[src/rtl/drf_pkg.sv]
package drf_pkg;
  localparam int unsigned CTRL_W = 6;
  localparam int unsigned BIT_FLAG = 0;
  localparam int unsigned BIT_IEN = 1;
  localparam int unsigned BIT_RFEN = 2;
  localparam int unsigned BIT_WAIT = 3;
  localparam int unsigned BIT_SPARE = 5;
  localparam int unsigned RAS_CYCLES = 2;

  localparam logic [1:0] SEL_CTRL = 2'd0;
  localparam logic [1:0] SEL_CNT = 2'd1;
  localparam logic [1:0] SEL_CONST = 2'd2;

  typedef enum logic [1:0] {SEQ_IDLE, SEQ_CAS, SEQ_RAS, SEQ_PRE} seq_state_e;

  // Cycles with CAS low before RAS falls: one base cycle plus the waits.
  function automatic logic [2:0] cas_lead_cycles(input logic [1:0] wait_sel);
    return 3'(wait_sel) + 3'd1;
  endfunction

  // Total busy cycles of one refresh: CAS lead, RAS window, precharge.
  function automatic logic [3:0] busy_cycles(input logic [1:0] wait_sel);
    return 4'(cas_lead_cycles(wait_sel)) + 4'(RAS_CYCLES) + 4'd1;
  endfunction
endpackage

[src/rtl/drf_counter.sv]
module drf_counter #(
  parameter int unsigned CNT_W = 8
) (
  input  logic             clk,
  input  logic             rst_n,
  input  logic             cnt_wr,
  input  logic             const_wr,
  input  logic [CNT_W-1:0] wdata,
  output logic [CNT_W-1:0] cnt_q,
  output logic [CNT_W-1:0] const_q,
  output logic             match_evt
);
  function automatic logic [CNT_W-1:0] next_count(input logic [CNT_W-1:0] cur,
                                                  input logic hit);
    return hit ? '0 : cur + CNT_W'(1);
  endfunction

  assign match_evt = (cnt_q == const_q);

  always_ff @(posedge clk) begin
    if (!rst_n) begin
      cnt_q   <= '0;
      const_q <= '0;
    end else begin
      if (cnt_wr) cnt_q <= wdata;
      else        cnt_q <= next_count(cnt_q, match_evt);
      if (const_wr) const_q <= wdata;
    end
  end
endmodule

[src/rtl/drf_ctrl_regs.sv]
module drf_ctrl_regs
  import drf_pkg::*;
(
  input  logic              clk,
  input  logic              rst_n,
  input  logic              ctrl_wr,
  input  logic              ctrl_rd,
  input  logic [CTRL_W-1:0] wdata,
  input  logic              match_evt,
  input  logic              seq_start,
  output logic              flag_q,
  output logic              irq_en_q,
  output logic              rfsh_en_q,
  output logic [1:0]        wait_sel_q,
  output logic [CTRL_W-1:0] ctrl_word
);
  logic spare_q;
  logic armed_q;
  logic rfsh_en_nx;
  logic sw_clear;
  logic hw_clear;

  assign rfsh_en_nx = ctrl_wr ? wdata[BIT_RFEN] : rfsh_en_q;
  assign sw_clear = ctrl_wr && !wdata[BIT_FLAG] && armed_q && !rfsh_en_q;
  assign hw_clear = seq_start;

  always_comb begin
    ctrl_word = '0;
    ctrl_word[BIT_FLAG] = flag_q;
    ctrl_word[BIT_IEN] = irq_en_q;
    ctrl_word[BIT_RFEN] = rfsh_en_q;
    ctrl_word[BIT_WAIT +: 2] = wait_sel_q;
    ctrl_word[BIT_SPARE] = spare_q;
  end

  always_ff @(posedge clk) begin
    if (!rst_n) begin
      flag_q     <= 1'b0;
      irq_en_q   <= 1'b0;
      rfsh_en_q  <= 1'b0;
      wait_sel_q <= 2'd0;
      spare_q    <= 1'b0;
      armed_q    <= 1'b0;
    end else begin
      if (match_evt)                 flag_q <= 1'b1;
      else if (sw_clear || hw_clear) flag_q <= 1'b0;

      if (ctrl_wr)                   armed_q <= 1'b0;
      else if (ctrl_rd && flag_q)    armed_q <= 1'b1;

      rfsh_en_q <= rfsh_en_nx;
      if (rfsh_en_nx)   irq_en_q <= 1'b0;
      else if (ctrl_wr) irq_en_q <= wdata[BIT_IEN];

      if (ctrl_wr) begin
        wait_sel_q <= wdata[BIT_WAIT +: 2];
        spare_q    <= wdata[BIT_SPARE];
      end
    end
  end
endmodule

[src/rtl/drf_strobe_seq.sv]
module drf_strobe_seq
  import drf_pkg::*;
(
  input  logic       clk,
  input  logic       rst_n,
  input  logic       req_set,
  input  logic       bus_grant,
  input  logic [1:0] wait_sel,
  output logic       rfsh_req,
  output logic       busy,
  output logic       cas_n,
  output logic       ras_n,
  output logic       seq_start
);
  seq_state_e state_q;
  logic [2:0] left_q;
  logic       pending_q;

  assign rfsh_req  = pending_q;
  assign seq_start = pending_q && bus_grant && (state_q == SEQ_IDLE);
  assign busy      = (state_q != SEQ_IDLE);
  assign cas_n     = !((state_q == SEQ_CAS) || (state_q == SEQ_RAS));
  assign ras_n     = !(state_q == SEQ_RAS);

  always_ff @(posedge clk) begin
    if (!rst_n) begin
      state_q   <= SEQ_IDLE;
      left_q    <= 3'd0;
      pending_q <= 1'b0;
    end else begin
      pending_q <= req_set || (pending_q && !seq_start);
      unique case (state_q)
        SEQ_IDLE: if (seq_start) begin
          state_q <= SEQ_CAS;
          left_q  <= cas_lead_cycles(wait_sel) - 3'd1;
        end
        SEQ_CAS: if (left_q == 3'd0) begin
          state_q <= SEQ_RAS;
          left_q  <= 3'(RAS_CYCLES - 1);
        end else left_q <= left_q - 3'd1;
        SEQ_RAS: if (left_q == 3'd0) state_q <= SEQ_PRE;
                 else left_q <= left_q - 3'd1;
        SEQ_PRE: state_q <= SEQ_IDLE;
        default: state_q <= SEQ_IDLE;
      endcase
    end
  end
endmodule

[src/rtl/drf_refresh_timer.sv]
module drf_refresh_timer
  import drf_pkg::*;
#(
  parameter int unsigned CNT_W  = 8,
  parameter int unsigned DATA_W = 16
) (
  input  logic              clk,
  input  logic              rst_n,
  input  logic [1:0]        reg_sel,
  input  logic              reg_wr,
  input  logic              reg_rd,
  input  logic [DATA_W-1:0] reg_wdata,
  output logic [DATA_W-1:0] reg_rdata,
  output logic              cmi_irq,
  input  logic              bus_grant,
  output logic              rfsh_req,
  output logic              rfsh_busy,
  output logic              cas_n,
  output logic              ras_n
);
  logic              ctrl_wr, ctrl_rd, cnt_wr, const_wr;
  logic              match_evt, seq_start, refresh_hit;
  logic [CNT_W-1:0]  cnt_q, const_q;
  logic              flag_q, irq_en_q, rfsh_en_q;
  logic [1:0]        wait_sel_q;
  logic [CTRL_W-1:0] ctrl_word;

  assign ctrl_wr     = reg_wr && (reg_sel == SEL_CTRL);
  assign ctrl_rd     = reg_rd && (reg_sel == SEL_CTRL);
  assign cnt_wr      = reg_wr && (reg_sel == SEL_CNT);
  assign const_wr    = reg_wr && (reg_sel == SEL_CONST);
  assign refresh_hit = match_evt && rfsh_en_q;
  assign cmi_irq     = flag_q && irq_en_q;

  drf_counter #(.CNT_W(CNT_W)) u_counter (
    .clk(clk), .rst_n(rst_n), .cnt_wr(cnt_wr), .const_wr(const_wr),
    .wdata(reg_wdata[CNT_W-1:0]), .cnt_q(cnt_q), .const_q(const_q),
    .match_evt(match_evt)
  );

  drf_ctrl_regs u_ctrl (
    .clk(clk), .rst_n(rst_n), .ctrl_wr(ctrl_wr), .ctrl_rd(ctrl_rd),
    .wdata(reg_wdata[CTRL_W-1:0]), .match_evt(match_evt), .seq_start(seq_start),
    .flag_q(flag_q), .irq_en_q(irq_en_q), .rfsh_en_q(rfsh_en_q),
    .wait_sel_q(wait_sel_q), .ctrl_word(ctrl_word)
  );

  drf_strobe_seq u_seq (
    .clk(clk), .rst_n(rst_n), .req_set(refresh_hit), .bus_grant(bus_grant),
    .wait_sel(wait_sel_q), .rfsh_req(rfsh_req), .busy(rfsh_busy),
    .cas_n(cas_n), .ras_n(ras_n), .seq_start(seq_start)
  );

  always_comb begin
    reg_rdata = '0;
    unique case (reg_sel)
      SEL_CTRL:  reg_rdata[CTRL_W-1:0] = ctrl_word;
      SEL_CNT:   reg_rdata[CNT_W-1:0]  = cnt_q;
      SEL_CONST: reg_rdata[CNT_W-1:0]  = const_q;
      default:   reg_rdata = '0;
    endcase
  end
endmodule

[config.mk]
export PLATFORM = sky130hd
export DESIGN_NAME = drf_refresh_timer
export DESIGN_NICKNAME = d
export VERILOG_FILES = /design/src/rtl/drf_pkg.sv /design/src/rtl/drf_counter.sv /design/src/rtl/drf_ctrl_regs.sv /design/src/rtl/drf_strobe_seq.sv /design/src/rtl/drf_refresh_timer.sv
export SDC_FILE = /design/constraint.sdc
export NUM_CORES = 1
export LEC_CHECK = 0
export ABC_AREA = 1
export CAP_MARGIN = 0
export CORE_UTILIZATION = 40
export CTS_BUF_LIST = sky130_fd_sc_hd__clkbuf_2
export CTS_CLUSTER_DIAMETER = 150
export DETAILED_ROUTE_END_ITERATION = 12
export DONT_BUFFER_PORTS = 1
export GPL_ROUTABILITY_DRIVEN = 1
export MAX_ROUTING_LAYER = met4
export SLEW_MARGIN = 40
export SYNTH_ARGS = -nofsm -noshare
export SYNTH_HDL_FRONTEND = slang
export SYNTH_HIERARCHICAL = 1
export SYNTH_SLANG_ARGS = --single-unit
[constraint.sdc]
create_clock -name clk -period 1.2 [get_ports clk]
set_input_delay 0.06 -clock clk [delete_from_list [all_inputs] [get_ports clk]]
set_output_delay 0.06 -clock clk [all_outputs]
set_load 0.01 [all_outputs]
==> run_results.csv, run 1 <==
group,metric,value,unit
hold_path,hold_class,"input port to register",
final_layout,syn_to_final_growth,44.2,%
critical_path,worstPathRequired,1.48,ns
sta,tns,-0.560,ns
synthesis,synth_top_area_cell,"dfxtp_1",
clock_network,clk_latency,0.36,ns
final_layout,final_cells,425,
sta,skew,0.0198,ns
power,p_comb_share,59.2,%
sta,min_period,1.32,ns
placed_design,dp_hpwl,3.52,mm
floorplan,core,4720,sq um
power,clkPwrFrac,11.6,%
floorplan,row_count,25,
floorplan,start_util,41.7,%
floorplan,ios,44,
final_layout,nNetsFinal,391,
synthesis,synth.avg_cell_area,6.42,sq um
synthesis,netlist.area_leader.share,29.5,%
sta,max_slew_margin,52.4,%
clock_network,clockBufferDepth,2,
critical_path,start_kind,"register",
floorplan,die_width,72.2,um
critical_path,crit_family,"flip-flops",
floorplan,die_h,72.2,um
grt,track_usage,22.1,%
grt,grt_pass1_vias,1907,
synthesis,yosys.cell_types.count,27,
sta,worst_pin_slew,0.714,ns
sta,hold_viol,0,
critical_path,cp_max_fo,3,
routing,drc,0,
grt,antenna_found_initial,0,
synthesis,synth_common_cells,"nand2_1, inv_1, nor2_1",
critical_path,worstSetupEndpointType,"register",
synthesis,post-synth-top-count-cell,"nand2_1",
synthesis,ys_seq_area_share,29.5,%
synthesis,syn_area,1970,sq um
clock_network,cts_tree,"yes",
synthesis,yosysWarnings,6,
synthesis,ys_ff_latch,29,
clock_network,htreeDepth,2,
critical_path,slowest_stage,"dfxtp_2",
critical_path,critPathBufInv,4,
final_layout,n_fill_cell,427,
power,p_int,2440,uW
sta,setup_viol,12,
clock_network,cts_num_sinks,29,
clock_network,cts_made_buffers,5,
power,ir_drop,0.848,mV
power,sw_frac_of_total,42.1,%
synthesis,synthArstFlopShare,0,%
clock_network,cts_root_buffer,"clkbuf_2",
outcome,violations,"setup timing",
synthesis,synth_edf_count,0,
critical_path,criticalPathCategory,"register to register",
grt,grt_pass1_wl,8.62,mm
routing,viasPerCell,4.74,
final_layout,post-route-util,60.2,%
clock_network,cts.clk_slew.worst_paths,0.15,ns
grt,grt-ovfl-total,0,
critical_path,cp_slowest_stage_delay,0.40,ns
critical_path,path_cells,"inv_4, ha_4, inv_4, buf_6, buf_6, nand2_2, nand2_1, nor2_1, nor2_1",
sta,final.setup.worst_slack,-0.116,ns
synthesis,synthFlopType,"dfxtp_1",
sta,rsz0062_at_grt,"yes",
routing,wirelength,5.37,mm
routing,first_iter_violations,73,
synthesis,netlist_instances,307,
placed_design,place_congestion,0.828,
sta,min_period_over_period,110,%
final_layout,multiInputGateArea,1390,sq um
routing,firstDrtPassIters,4,
floorplan,dieArea,5210,sq um
power,leakage,0.00138,uW
run,cap_violations,0,
routing,routedWlPerCell,12.6,um
sta,maxSlewViolCount,0,
final_layout,diodes,0,
power,p_per_area,1480,nW/um^2
grt,grt_max_degree,18,
power,p_sw,1770,uW
final_layout,ff_latch_area,617,sq um
routing,ant_nets,0,
final_layout,drive_gt1_share,46.6,%
critical_path,cp.arrival,1.59,ns
power,pwr-share-seq,29.2,%
placed_design,port_buffers,0,
outcome,run_status,"complete, but fails checks",
routing,route.vias.total,2013,
synthesis,synth_area_leaders,"dfxtp_1, nand2_1, inv_1, nor2_1, ha_1",
sta,clock.fmax,760,MHz
placed_design,dp.cells,396,
[power by group through the flow]
stage	combinational, uW	sequential [uW]	clock, uW
after CTS	2290	1210	505
after global routing	2770	1250	548
after floorplan	1220	1200	0
after detailed placement	1740	1210	0
final	2500	1230	487
after global placement	1730	1200	0
[routing by layer]
| layer | wire (um) | share of wire, % | global-route usage, % |
|---|---|---|---|
| met5 | 0 | 0 | - |
| met1 | 2410 | 45 | 27.0 |
| met2 | 2620 | 49 | 35.9 |
| met4 | 65 | 1.2 | 6.75 |
| met3 | 280 | 5.2 | 5.56 |
[state kept, by name, indices dropped and copies added (netlist names), 2 cells and up]
register           count
u_counter/cnt_q        8
u_counter/const_q      8
u_ctrl/wait_sel_q      2
u_seq/left_q           3
u_seq/state_q          2
[cell type report]
cell class	instances	area share, %
Clock inverter	1	0.132
Timing Repair Buffer	56	18.7
Tap cell	67	2.95
Multi-Input combinational cell	218	48.7
Inverter	48	6.69
Sequential cell	29	21.7
Clock buffer	6	1.06
[placed cells by master, fill, tap and decap left out, drive strengths merged]
master,instances
a21boi,1
nor3,1
xor2,3
nand3b,1
buf,43
dlymetal6s4s,1
dfxtp,29
inv,48
conb,8
o21a,1
a21oi,19
xnor2,5
nand3,20
dlygate4sd3,12
clkinv,1
nand2,96
ha,10
nor2,38
clkbuf,6
or2,1
o21ai,14
[repair_timing]
action,in CTS,in global routing
gates resized for setup,53,83
gates cloned,1,0
buffers inserted,4,4
endpoints found under the setup margin,24,29
hold buffers,13,0
pin swaps,12,29
hold endpoints to repair,29,0
[worst min-delay path: cells and delay by family]
family	cells	cell delay, ns
and+or+nand+nor	2	0.12
buffers and inverters	1	0.14
[stage by stage]
step                      hold slack [ns]  setup WS (ns)  area [sq um]  power (uW)
after global placement              0.180        -0.0606          2190        2930
final                             0.00660         -0.116          2840        4220
after detailed placement            0.184        -0.0672          2190        2950
after CTS                          0.0436        -0.0919          2520        4000
after global routing              0.00318         -0.206          2840        4570
after floorplan                     0.178       0.000517          2000        2420
[final timing paths]
| kind | from | slack, ns | cells past startpoint | to |
|---|---|---|---|---|
| hold / removal | reg_wr | 0.007 | 3 | u_ctrl/armed_q |
| setup reg to reg | u_seq/state_q[0] | -0.12 | 9 | u_seq/left_q[1] |
| setup / recovery | u_seq/state_q[0] | -0.12 | 9 | u_seq/left_q[1] |
| hold reg to reg | u_counter/const_q[3] | 0.50 | 2 | u_counter/const_q[3] |
[kinds of logic after synthesis]
group | count (synthesis) | synth area share, %
xor gates and xnor gates | 8 | 3.56
buffers and inverters | 68 | 17.2
adders and majority gates | 10 | 6.35
DFF | 29 | 29.5
AOI/OAI and AO/OA | 35 | 9.71
other | 1 | 0.190
and+or+nand+nor | 156 | 33.5
Power figures use the tool's default switching activity.
==> run 2, diff against run 1 <==
Settings changed: SYNTH_HIERARCHICAL 1 to not set.
==> run 2 against run 1 <==
  * The run still ends with setup timing left
  * Largest power group unchanged
  * Core utilization down 0.95 points
  * Largest cell class unchanged
  * Critical path depth down 4
  * Highest routed layer unchanged
  * Hold slack better by 0.0086 ns
  * Clock-buffer cell count unchanged
  * Critical endpoint is now cas_n
  * Clock skew down 0.015 ns
  * Non-clock buffer count down 5
  * Sequential cell count unchanged
  * Power down 19%
  * Cell count down 12%
  * Clock power down 4.1%
  * Synthesized cell count down 12%
  * Die area down 3.6%
==> run_results.csv, run 2 <==
group,metric,value,unit
final_layout,n_fill_cell,414,
grt,antenna_found_initial,0,
floorplan,core,4440,sq um
critical_path,critPathCapture,"cas_n",
synthesis,synthArstFlopShare,0,%
critical_path,cp_max_fo,2,
routing,route.vias.total,1835,
floorplan,row_count,24,
sta,min_period,1.38,ns
final_layout,design_area,2630,sq um
routing,routedWlPerCell,13.8,um
sta,min_period_over_period,115,%
sta,final.setup.worst_slack,-0.181,ns
grt,track_usage,22.0,%
routing,drc,0,
critical_path,timing.rr.end,"u_seq.left_q[0]",
clock_network,clk_latency,0.36,ns
grt,grt_pass1_vias,1695,
placed_design,port_buffers,0,
sta,clock.fmax,724,MHz
sta,worst_pin_slew,0.649,ns
clock_network,cts_tree,"yes",
synthesis,yosysWarnings,0,
grt,gr-usage-met1,28.8,%
clock_network,cts_num_sinks,29,
synthesis,netlist.area_leader.share,30.6,%
final_layout,nNetsFinal,355,
placed_design,dp.cells,341,
synthesis,synth_edf_count,0,
final_layout,final_cells,372,
sta,skew,0.00478,ns
outcome,run_status,"complete, but fails checks",
routing,wirelength,5.14,mm
critical_path,r2r_cells,8,
grt,use_met3,4.56,%
synthesis,synth_common_cells,"nand2_1, inv_1, dfxtp_1",
synthesis,ys_seq_area_share,30.6,%
critical_path,cp.arrival,1.32,ns
hold_path,min_from,"reg_wr",
synthesis,synth.avg_cell_area,7.06,sq um
critical_path,worstSetupEndpointType,"output pin",
run,cap_violations,0,
floorplan,dieArea,5020,sq um
clock_network,htreeDepth,2,
clock_network,cts_root_buffer,"clkbuf_2",
grt,grt_max_degree,17,
hold_path,hold_class,"input port to register",
sta,hold_viol,0,
critical_path,worstPathRequired,1.14,ns
synthesis,synth_area_leaders,"dfxtp_1, nand2_1, ha_1, inv_1, nor2_1",
routing,viasPerCell,4.93,
synthesis,post-synth-top-count-cell,"nand2_1",
sta,rsz0062_at_grt,"yes",
power,p_per_area,1300,nW/um^2
sta,setup_viol,15,
routing,first_iter_violations,97,
critical_path,r2r_slack,-0.15,ns
final_layout,layout_common_cells,"nand2_1, buf_4, inv_1, nor2_1, nand2_2",
synthesis,yosys.cell_types.count,30,
final_layout,top_regs,"u_counter.cnt_q (8), u_counter.const_q (8), u_seq.left_q (3)",
clock_network,cts_made_buffers,5,
synthesis,syn_area,1900,sq um
critical_path,crit_start,"u_seq.state_q[1]",
sta,maxSlewViolCount,0,
final_layout,final_common_cell,"nand2_1",
synthesis,netlist_instances,269,
synthesis,ys_ff_latch,29,
placed_design,dp_hpwl,3.44,mm
critical_path,criticalPathCategory,"register to output pin",
synthesis,synthFlopType,"dfxtp_1",
power,ir_drop,1.10,mV
floorplan,start_util,42.7,%
grt,busiest_layer,"met2",
final_layout,drive_gt1_share,43.8,%
critical_path,start_kind,"register",
final_layout,syn_to_final_growth,38.6,%
placed_design,dpl_cell_area,2120,sq um
sta,max_slew_margin,56.7,%
final_layout,diodes,0,
power,leakage,0.00119,uW
routing,firstDrtPassIters,7,
clock_network,cts.clk_slew.worst_paths,0.14,ns
floorplan,die_h,70.9,um
critical_path,reg2reg_from,"u_seq.state_q[1]",
clock_network,clockBufferDepth,2,
placed_design,place_congestion,0.786,
grt,met2_usage,34.3,%
floorplan,die_width,70.9,um
routing,ant_nets,0,
synthesis,synth_top_area_cell,"dfxtp_1",
grt,grt_pass1_wl,8.15,mm
outcome,violations,"setup timing",
grt,grt-ovfl-total,0,
floorplan,ios,44,
run 2: cell types whose count changed in the layout (fill, tap and decap cells not counted), sizes merged, moves of 2 or more:
cell / delta
a211oi: +2
a21oi: +3
inv: -13
nor2: -12
buf: -4
ha: +2
o211ai: +2
nand2: -20
o21ai: +2
run 2: worst min-delay path by stage:
stage,endpoint,depth (start not counted),slack [ns]
4_1_cts,u_counter.const_q[7],2,0.006
5_1_grt,u_counter.cnt_q[3],4,0.03
6_report,u_counter.const_q[7],2,0.02
3_3_place_gp,u_seq.left_q[2],2,0.19
2_1_floorplan,u_ctrl.irq_en_q,2,0.18
3_5_place_dp,u_ctrl.irq_en_q,2,0.20
run 2: power by group:
part	switching [uW]	leakage (uW)	internal (uW)
sequential	113	0.000247	1090
combinational	906	0.000914	841
clock	331	0.0000265	136
total	1350	0.00119	2060
run 2: kinds of logic after synthesis:
group / Yosys count / share of synthesized area, %
adder cells (fa/ha/maj): 12 / 7.91
XOR/XNOR: 9 / 4.15
AO/OA/AOI/OAI: 43 / 13.0
other: 1 / 0.198
flip-flops: 29 / 30.6
AND/OR/NAND/NOR: 125 / 31.8
buffers and inverters: 50 / 12.3
run 2: what timing repair did:
item / in CTS / in global routing
buffers inserted: 4 / 8
hold buffers: 12 / 0
endpoints found under the setup margin: 21 / 26
cloned: 0 / 1
gates resized for setup: 26 / 61
endpoints found under the hold margin: 28 / 0
pin swaps: 10 / 22
run 2: final cells by class:
class | count | area, sq um | area share (%)
inverter | 35 | 144 | 5.47
sequential | 29 | 619 | 23.5
clock inverter | 1 | 3.75 | 0.143
timing repair buffer | 51 | 447 | 17.0
tap | 52 | 65.1 | 2.47
clock buffer | 6 | 30.0 | 1.14
multi-input combinational | 198 | 1320 | 50.3
run 2: critical path: stages (launching register included):
cell,delay [ns]
dfxtp_2,0.39
inv_4,0.05
ha_4,0.27
inv_4,0.03
buf_6,0.10
buf_6,0.11
run 2: routing by layer:
metal  vias to the layer above  wire, um
met2                        55      2460
li1                        937         -
met3                         5       276
met4                         0        53
met1                       838      2350
met5                         -         0
run 2: through the flow:
step / total power, uW / setup TNS, ns / utilization, % / setup slack (ns) / hold slack, ns
3_5_place_dp: 2520 / -0.375 / 47.7 / -0.101 / 0.198
3_3_place_gp: 2500 / -0.253 / 47.7 / -0.0693 / 0.192
5_1_grt: 3680 / -2.44 / 59.2 / -0.269 / 0.0257
6_report: 3420 / -1.05 / 59.2 / -0.181 / 0.0152
4_1_cts: 3270 / -0.963 / 53.3 / -0.185 / 0.00613
2_1_floorplan: 2090 / -0.0417 / - / -0.0417 / 0.184
